===== src/rtl/sched_pkg.sv =====
package sched_pkg;

    localparam int NSEQ    = 4;
    localparam int MAXSTEP = 8;
    localparam int NIB     = 4;
    localparam int NHW     = 8;
    localparam int PRIO_W  = 2;
    localparam int ADDR_W  = 4;
    localparam int DATA_W  = 32;
    localparam int SEQ_W   = $clog2(NSEQ);
    localparam int STEP_W  = $clog2(MAXSTEP);
    localparam int WORD_W  = MAXSTEP * NIB;

    // control nibble bit positions
    localparam int CTL_DIFF = 0;
    localparam int CTL_END  = 1;
    localparam int CTL_IE   = 2;
    localparam int CTL_TEMP = 3;

    // trigger select codes
    localparam logic [NIB-1:0] TRG_SW     = 4'd0;
    localparam logic [NIB-1:0] TRG_HW_HI  = 4'd8;
    localparam logic [NIB-1:0] TRG_ALWAYS = 4'd15;

    // register word addresses
    localparam logic [ADDR_W-1:0] A_ENABLE  = 4'd0;
    localparam logic [ADDR_W-1:0] A_TRIGSEL = 4'd1;
    localparam logic [ADDR_W-1:0] A_PRIO    = 4'd2;
    localparam logic [ADDR_W-1:0] A_SWTRIG  = 4'd3;
    localparam logic [ADDR_W-1:0] A_MASK    = 4'd4;
    localparam logic [ADDR_W-1:0] A_RAW     = 4'd5;
    localparam logic [ADDR_W-1:0] A_MSTAT   = 4'd6;

    typedef enum logic {W_IDLE, W_RUN} walk_st_t;

    typedef struct packed {
        logic [SEQ_W-1:0]  seq;
        logic [STEP_W-1:0] step;
        logic [NIB-1:0]    chan;
        logic [NIB-1:0]    ctl;
    } step_cmd_t;

    function automatic int seq_depth(input int s);
        case (s)
            0:       return 8;
            1, 2:    return 4;
            default: return 1;
        endcase
    endfunction

endpackage


===== src/rtl/sched_regs.sv =====
module sched_regs
    import sched_pkg::*;
(
    input  logic                          clk,
    input  logic                          rst,
    input  logic                          we,
    input  logic [ADDR_W-1:0]             addr,
    input  logic [DATA_W-1:0]             wdata,
    output logic [DATA_W-1:0]             rdata,
    input  logic [NSEQ-1:0]               irq_set,
    output logic [NSEQ-1:0]               en,
    output logic [NSEQ-1:0][NIB-1:0]      tsel,
    output logic [NSEQ-1:0][PRIO_W-1:0]   prio,
    output logic [NSEQ-1:0][WORD_W-1:0]   chan_w,
    output logic [NSEQ-1:0][WORD_W-1:0]   ctl_w,
    output logic [NSEQ-1:0]               raw,
    output logic [NSEQ-1:0]               mask,
    output logic [NSEQ-1:0]               sw_fire
);

    logic [NSEQ-1:0]  w1c;
    logic [SEQ_W-1:0] sel;

    assign sel     = addr[SEQ_W:1];
    assign w1c     = (we && addr == A_RAW)    ? wdata[NSEQ-1:0] : '0;
    assign sw_fire = (we && addr == A_SWTRIG) ? wdata[NSEQ-1:0] : '0;

    always_ff @(posedge clk) begin
        if (rst) begin
            en     <= '0;
            tsel   <= '0;
            prio   <= '0;
            chan_w <= '0;
            ctl_w  <= '0;
            raw    <= '0;
            mask   <= '0;
        end else begin
            raw <= (raw & ~w1c) | irq_set;
            if (we) begin
                if (addr[ADDR_W-1]) begin
                    if (addr[0]) ctl_w[sel]  <= wdata[WORD_W-1:0];
                    else         chan_w[sel] <= wdata[WORD_W-1:0];
                end else begin
                    case (addr)
                        A_ENABLE:  en   <= wdata[NSEQ-1:0];
                        A_MASK:    mask <= wdata[NSEQ-1:0];
                        A_TRIGSEL: for (int s = 0; s < NSEQ; s++) tsel[s] <= wdata[NIB*s +: NIB];
                        A_PRIO:    for (int s = 0; s < NSEQ; s++) prio[s] <= wdata[NIB*s +: PRIO_W];
                        default: ;
                    endcase
                end
            end
        end
    end

    always_comb begin
        rdata = '0;
        if (addr[ADDR_W-1]) begin
            rdata[WORD_W-1:0] = addr[0] ? ctl_w[sel] : chan_w[sel];
        end else begin
            case (addr)
                A_ENABLE:  rdata[NSEQ-1:0] = en;
                A_MASK:    rdata[NSEQ-1:0] = mask;
                A_RAW:     rdata[NSEQ-1:0] = raw;
                A_MSTAT:   rdata[NSEQ-1:0] = raw & mask;
                A_TRIGSEL: for (int s = 0; s < NSEQ; s++) rdata[NIB*s +: NIB] = tsel[s];
                A_PRIO:    for (int s = 0; s < NSEQ; s++) rdata[NIB*s +: PRIO_W] = prio[s];
                default: ;
            endcase
        end
    end

endmodule


===== src/rtl/sched_trig.sv =====
module sched_trig
    import sched_pkg::*;
(
    input  logic                     clk,
    input  logic                     rst,
    input  logic [NSEQ-1:0]          en,
    input  logic [NSEQ-1:0][NIB-1:0] tsel,
    input  logic [NSEQ-1:0]          sw_fire,
    input  logic [NHW-1:0]           hw_trig,
    input  logic [NSEQ-1:0]          grant_oh,
    output logic [NSEQ-1:0]          pend
);

    localparam int HIDX_W = $clog2(NHW);

    logic [NHW-1:0] hw_q;
    logic [NHW-1:0] rise;

    always_ff @(posedge clk) begin
        if (rst) hw_q <= '0;
        else     hw_q <= hw_trig;
    end

    assign rise = hw_trig & ~hw_q;

    for (genvar s = 0; s < NSEQ; s++) begin : g_seq
        logic              hit;
        logic              pend_q;
        logic [HIDX_W-1:0] hidx;

        assign hidx = HIDX_W'(tsel[s] - 4'd1);

        always_comb begin
            hit = 1'b0;
            if (tsel[s] == TRG_SW)          hit = sw_fire[s];
            else if (tsel[s] == TRG_ALWAYS) hit = 1'b1;
            else if (tsel[s] <= TRG_HW_HI)  hit = rise[hidx];
        end

        always_ff @(posedge clk) begin
            if (rst) pend_q <= 1'b0;
            else     pend_q <= en[s] & ((pend_q & ~grant_oh[s]) | hit);
        end

        assign pend[s] = pend_q;
    end

endmodule


===== src/rtl/sched_arb.sv =====
module sched_arb
    import sched_pkg::*;
(
    input  logic [NSEQ-1:0]             pend,
    input  logic [NSEQ-1:0][PRIO_W-1:0] prio,
    output logic                        any,
    output logic [SEQ_W-1:0]            win
);

    logic [PRIO_W-1:0] best;

    always_comb begin
        any  = 1'b0;
        win  = '0;
        best = '1;
        for (int s = 0; s < NSEQ; s++) begin
            if (pend[s] && (!any || prio[s] < best)) begin
                any  = 1'b1;
                win  = SEQ_W'(s);
                best = prio[s];
            end
        end
    end

endmodule


===== src/rtl/sched_walk.sv =====
module sched_walk
    import sched_pkg::*;
#(
    parameter int RES_W = 12
) (
    input  logic                        clk,
    input  logic                        rst,
    input  logic                        any,
    input  logic [SEQ_W-1:0]            win,
    input  logic [NSEQ-1:0][WORD_W-1:0] chan_w,
    input  logic [NSEQ-1:0][WORD_W-1:0] ctl_w,
    input  logic                        conv_done,
    input  logic [RES_W-1:0]            conv_result,
    output logic                        conv_req,
    output step_cmd_t                   cmd,
    output logic [NSEQ-1:0]             grant_oh,
    output logic [NSEQ-1:0]             irq_set,
    output logic                        res_valid,
    output logic [SEQ_W-1:0]            res_seq,
    output logic [STEP_W-1:0]           res_step,
    output logic [RES_W-1:0]            res_data
);

    walk_st_t          state;
    logic [SEQ_W-1:0]  cur;
    logic [STEP_W-1:0] step;
    logic              last;
    logic              accept;

    always_comb begin
        cmd.seq  = cur;
        cmd.step = step;
        cmd.chan = chan_w[cur][NIB*step +: NIB];
        cmd.ctl  = ctl_w[cur][NIB*step +: NIB];
    end

    assign last     = (step == STEP_W'(seq_depth(int'(cur)) - 1));
    assign conv_req = (state == W_RUN);
    assign accept   = conv_req && conv_done;
    assign grant_oh = (state == W_IDLE && any) ? (NSEQ'(1) << win) : '0;
    assign irq_set  = (accept && cmd.ctl[CTL_IE]) ? (NSEQ'(1) << cur) : '0;

    always_ff @(posedge clk) begin
        if (rst) begin
            state     <= W_IDLE;
            cur       <= '0;
            step      <= '0;
            res_valid <= 1'b0;
            res_seq   <= '0;
            res_step  <= '0;
            res_data  <= '0;
        end else begin
            res_valid <= 1'b0;
            case (state)
                W_IDLE: begin
                    if (any) begin
                        state <= W_RUN;
                        cur   <= win;
                        step  <= '0;
                    end
                end
                W_RUN: begin
                    if (conv_done) begin
                        res_valid <= 1'b1;
                        res_seq   <= cur;
                        res_step  <= step;
                        res_data  <= conv_result;
                        if (cmd.ctl[CTL_END] || last) state <= W_IDLE;
                        else                          step  <= step + 1'b1;
                    end
                end
                default: state <= W_IDLE;
            endcase
        end
    end

endmodule


===== src/rtl/sched_top.sv =====
module sched_top
    import sched_pkg::*;
#(
    parameter int RES_W = 12
) (
    input  logic               clk,
    input  logic               rst,
    input  logic               reg_we,
    input  logic [3:0]         reg_addr,
    input  logic [31:0]        reg_wdata,
    output logic [31:0]        reg_rdata,
    input  logic [7:0]         hw_trig,
    output logic               conv_req,
    output logic [1:0]         conv_seq,
    output logic [3:0]         conv_chan,
    output logic [3:0]         conv_ctl,
    input  logic               conv_done,
    input  logic [RES_W-1:0]   conv_result,
    output logic               res_valid,
    output logic [1:0]         res_seq,
    output logic [2:0]         res_step,
    output logic [RES_W-1:0]   res_data,
    output logic [3:0]         irq
);

    logic [NSEQ-1:0]               en;
    logic [NSEQ-1:0][NIB-1:0]      tsel;
    logic [NSEQ-1:0][PRIO_W-1:0]   prio;
    logic [NSEQ-1:0][WORD_W-1:0]   chan_w;
    logic [NSEQ-1:0][WORD_W-1:0]   ctl_w;
    logic [NSEQ-1:0]               raw;
    logic [NSEQ-1:0]               mask;
    logic [NSEQ-1:0]               sw_fire;
    logic [NSEQ-1:0]               irq_set;
    logic [NSEQ-1:0]               grant_oh;
    logic [NSEQ-1:0]               pend;
    logic                          any;
    logic [SEQ_W-1:0]              win;
    step_cmd_t                     cmd;

    sched_regs u_regs (
        .clk     (clk),
        .rst     (rst),
        .we      (reg_we),
        .addr    (reg_addr),
        .wdata   (reg_wdata),
        .rdata   (reg_rdata),
        .irq_set (irq_set),
        .en      (en),
        .tsel    (tsel),
        .prio    (prio),
        .chan_w  (chan_w),
        .ctl_w   (ctl_w),
        .raw     (raw),
        .mask    (mask),
        .sw_fire (sw_fire)
    );

    sched_trig u_trig (
        .clk      (clk),
        .rst      (rst),
        .en       (en),
        .tsel     (tsel),
        .sw_fire  (sw_fire),
        .hw_trig  (hw_trig),
        .grant_oh (grant_oh),
        .pend     (pend)
    );

    sched_arb u_arb (
        .pend (pend),
        .prio (prio),
        .any  (any),
        .win  (win)
    );

    sched_walk #(.RES_W(RES_W)) u_walk (
        .clk         (clk),
        .rst         (rst),
        .any         (any),
        .win         (win),
        .chan_w      (chan_w),
        .ctl_w       (ctl_w),
        .conv_done   (conv_done),
        .conv_result (conv_result),
        .conv_req    (conv_req),
        .cmd         (cmd),
        .grant_oh    (grant_oh),
        .irq_set     (irq_set),
        .res_valid   (res_valid),
        .res_seq     (res_seq),
        .res_step    (res_step),
        .res_data    (res_data)
    );

    assign conv_seq  = cmd.seq;
    assign conv_chan = cmd.chan;
    assign conv_ctl  = cmd.ctl;
    assign irq       = raw & mask;

endmodule


===== config.mk =====
export PLATFORM = sky130hd
export DESIGN_NAME = sched_top
export DESIGN_NICKNAME = d
export VERILOG_FILES = /design/src/rtl/sched_pkg.sv /design/src/rtl/sched_regs.sv /design/src/rtl/sched_trig.sv /design/src/rtl/sched_arb.sv /design/src/rtl/sched_walk.sv /design/src/rtl/sched_top.sv
export SDC_FILE = /design/constraint.sdc
export NUM_CORES = 1
export LEC_CHECK = 0
export ABC_AREA = 1
export ABC_CLOCK_PERIOD_IN_PS = 2600
export BUFFER_PORTS_ARGS = -buffer_cell sky130_fd_sc_hd__buf_2
export CORE_MARGIN = 3
export CORE_UTILIZATION = 55
export CTS_CLUSTER_SIZE = 40
export DETAILED_ROUTE_END_ITERATION = 10
export PLACE_DENSITY_LB_ADDON = 0.12
export SETUP_SLACK_MARGIN = 0.1
export SKIP_CTS_REPAIR_TIMING = 1
export SYNTH_ARGS = -nofsm -noshare
export SYNTH_HDL_FRONTEND = slang
export SYNTH_SLANG_ARGS = --single-unit

===== constraint.sdc =====
create_clock -name clk -period 2.6 [get_ports clk]
set_input_delay 0.13 -clock clk [delete_from_list [all_inputs] [get_ports clk]]
set_output_delay 0.13 -clock clk [all_outputs]
set_load 0.01 [all_outputs]

==> summary.txt <==
Outcome
  • Status: complete, but fails checks
  • Violated checks: hold timing

Synthesis
  • Register area share after synthesis: 0.412
  • Ys Warns: 0
  • Post-synth top cells: nor2_1, o21ai_0, dfxtp_1, nand2_1, a22oi_1
  • Synth area leader: dfxtp_1
  • Synth area leaders: dfxtp_1, o21ai_0, nor2_1, a22oi_1, nand2_1
  • Ys async rst share: 0
  • Top_reg_cell synth: dfxtp_1
  • Yosys reg bits: 328
  • EDFF count, synth: 0
  • Mean Syn Cell Area: 7.10 um2
  • Netlist cell types: 43
  • Synthesized area: 0.0159 mm2
  • Syn Nets: 2316
  • Most frequent cell after synthesis: nor2_1
  • Post-Synthesis Cells: 2244
  • Synth top area share: 0.412

Timing
  • Fin Hold WS: -1.55 ps
  • Clock skew: 20.0 ps
  • Worst Tran Pin Value: 874 ps
  • Final number of setup-violating endpoints: 0
  • Crit path time final: 2460 ps
  • RSZ-0062 raised after global routing: true
  • Slew margin rel.: 0.416
  • Fin. max-slew vios: 0
  • Achievable clock frequency: 407 MHz
  • Final Cycle Share: 0.945
  • Final setup TNS: 0 ps
  • Final hold violation count: 2

Placed design
  • HPWL after detailed placement: 36800 um
  • RD Place Congestion: 0.950
  • Dpl cells: 2608
  • PortBufs: 124

Layout
  • Layout cell share with drive strength beyond 1: 0.138
  • Multi-input logic area: 0.00818 mm2
  • Ant diodes: 0
  • Final core utilization: 0.667
  • Fin nets: 2389
  • Non-filler instance count after layout: 2722
  • Reg area: 0.00658 mm2
  • Area growth from synthesis to layout: 18.0%
  • Fillers: 2490

GRT
  • Vias in the first global route: 16300
  • GRT Total Usage: 0.369
  • Initial antenna violation count: 1
  • Largest net degree at the start of global routing: 110
  • First-pass GRT wire length: 90900 um
  • GRT Residual Overflow: 0

Routing
  • Detailed-router iteration count before antenna repair: 9
  • Drt via density: 6.35
  • DRC: 0
  • Antenna viol nets, final: 0
  • DR vias: 17296
  • Post-DR wirelength/cell: 22.2 um
  • Drt initial violations: 2558
  • Routed WL: 60300 um

Worst setup path
  • Slowest cell on crit path: dfxtp_4
  • Worst Setup Path Type: flop to output port
  • CP Data Required Time: 2470 ps
  • Critical path, cell by cell: nand2_1, buf_4, o221ai_1, a21oi_2, a22oi_2, buf_2
  • Critical Path Start Type: flop
  • CP Data Arrival Time: 2330 ps
  • Largest stage delay, worst path: 420 ps
  • Bufs and invs on worst path: 2
  • Crit. End Element: output port
  • Worst path top cell family by delay: compound AO/OA/AOI/OAI gates
  • Critical path fanouts, max: 22

Floorplanning
  • Die X-Extent: 176 um
  • Boundary Pins: 125
  • Die area: 0.0310 mm2
  • Rows: 61
  • Starting density of the core: 0.566
  • Die Ht: 176 um
  • Area of the core: 0.0282 mm2

CTS
  • CTS tree: built
  • Clock root cell: clkbuf_16
  • Clk buf depth: 3
  • CTS Buf Count: 36
  • Worst-Skew Late Latency: 530 ps
  • Num Clock Sinks: 328
  • H-tree levels: 2
  • Worst-path clk slew: 60 ps

Pwr
  • Total power draw: 11.5 mW
  • Comb pwr share: 0.085
  • Leak: 7.82 nW
  • Pwr Density: 610 mW/mm2
  • Clock share of power: 0.461
  • Switching part of the total: 0.248
  • Cell internal pwr: 8.62 mW
  • Seq pwr share: 0.454
  • NetSw: 2.84 mW
  • Max VDD drop: 0.000571 V

Hold path
  • Hold Path Class: input pin to flop

Job
  • Max_cap viols: 0
flip-flops by register name, indices dropped and copies added (netlist names):
signal,cells
u_regs.prio,8
u_regs.ctl_w,128
u_walk.res_step,3
u_regs.tsel,16
u_walk.res_valid,1
u_walk.step,3
u_regs.en,4
u_walk.res_data,12
u_trig.g_seq.pend_q,4
u_walk.cur,2
u_walk.conv_req,1
u_trig.hw_q,8
u_walk.res_seq,2
u_regs.chan_w,128
u_regs.raw,4
u_regs.mask,4
worst min-delay path: cells and delay by family:
| kind | cells | cell delay, ps |
|---|---|---|
| and+or+nand+nor | 2 | 170 |
| buffers and inverters | 1 | 170 |
per-layer routing:
metal | global-route usage | wire [um]
met1 | 0.470 | 22500
met2 | 0.579 | 26400
met5 | 0 | 13
met3 | 0.0742 | 7480
met4 | 0.224 | 3970
per-stage QoR:
step | worst slack (ps) | instance area (um2)
after floorplan | 378 | 15900
after global placement | 107 | 16900
after detailed placement | 51.9 | 16900
after CTS | -219 | 18100
after global routing | 56.8 | 18800
final | 144 | 18800
path summary, 6_finish.rpt:
check	slack, ps	from	endpoint	cells past startpoint
max	140	u_walk.cur[1]$_SDFFE_PP0P_	conv_chan[1]	6
min	-2	reg_wdata[8]	u_regs.chan_w[8]$_SDFFE_PP0P_	3
max reg2reg	260	u_regs.prio[0]$_SDFFE_PP0P_	u_trig.g_seq[0].pend_q$_SDFF_PP0_	21
min reg2reg	440	u_regs.en[0]$_SDFFE_PP0P_	u_trig.g_seq[0].pend_q$_SDFF_PP0_	2
layout by cell type (no fill, tap or decap), drive strengths merged:
cell type      n
dfxtp        328
o221ai        32
buf          193
o211ai         5
xor2           3
a221oi        32
a211oi         7
nor2         470
a31oi          6
o21a           2
o2111ai        3
nor3           5
inv          141
bufinv         3
or2            1
nor4b          1
a41oi         10
o31ai          1
ha            12
a22oi        159
a21boi         1
xnor2          5
clkbuf        56
o22ai         23
nand2        231
o21ai        358
dlygate4sd3   41
nand3         39
nand4         13
clkinv        11
o311a          1
a21oi        148
a311oi         3
power groups by stage:
stage / Sequential (mW) / Clock [mW] / Combinational, mW
CTS: 5.20 / 5.32 / 0.882
global placement: 5.31 / 0 / 0.867
global route: 5.21 / 5.52 / 1.04
floorplan: 5.29 / 0 / 0.539
finish: 5.20 / 5.29 / 0.974
detailed placement: 5.31 / 0 / 0.877
logic make-up after synthesis:
family,count (synthesis),share of synthesized area
adder cells (fa/ha/maj),12,0.00943
XOR/XNOR,8,0.00440
AO/OA/AOI/OAI,791,0.299
flip-flops,328,0.412
AND/OR/NAND/NOR,760,0.187
buffers and inverters,345,0.0882
cell type report:
cell class              count  area share
inverters                 144      0.0293
clock buffers              54      0.0575
repair buffers            236      0.0950
well taps                 378      0.0252
flip-flops and latches    328       0.350
clock inverters            11     0.00752
multi-input cells        1571       0.435
Note: power is estimated with default switching activity, not from simulation.
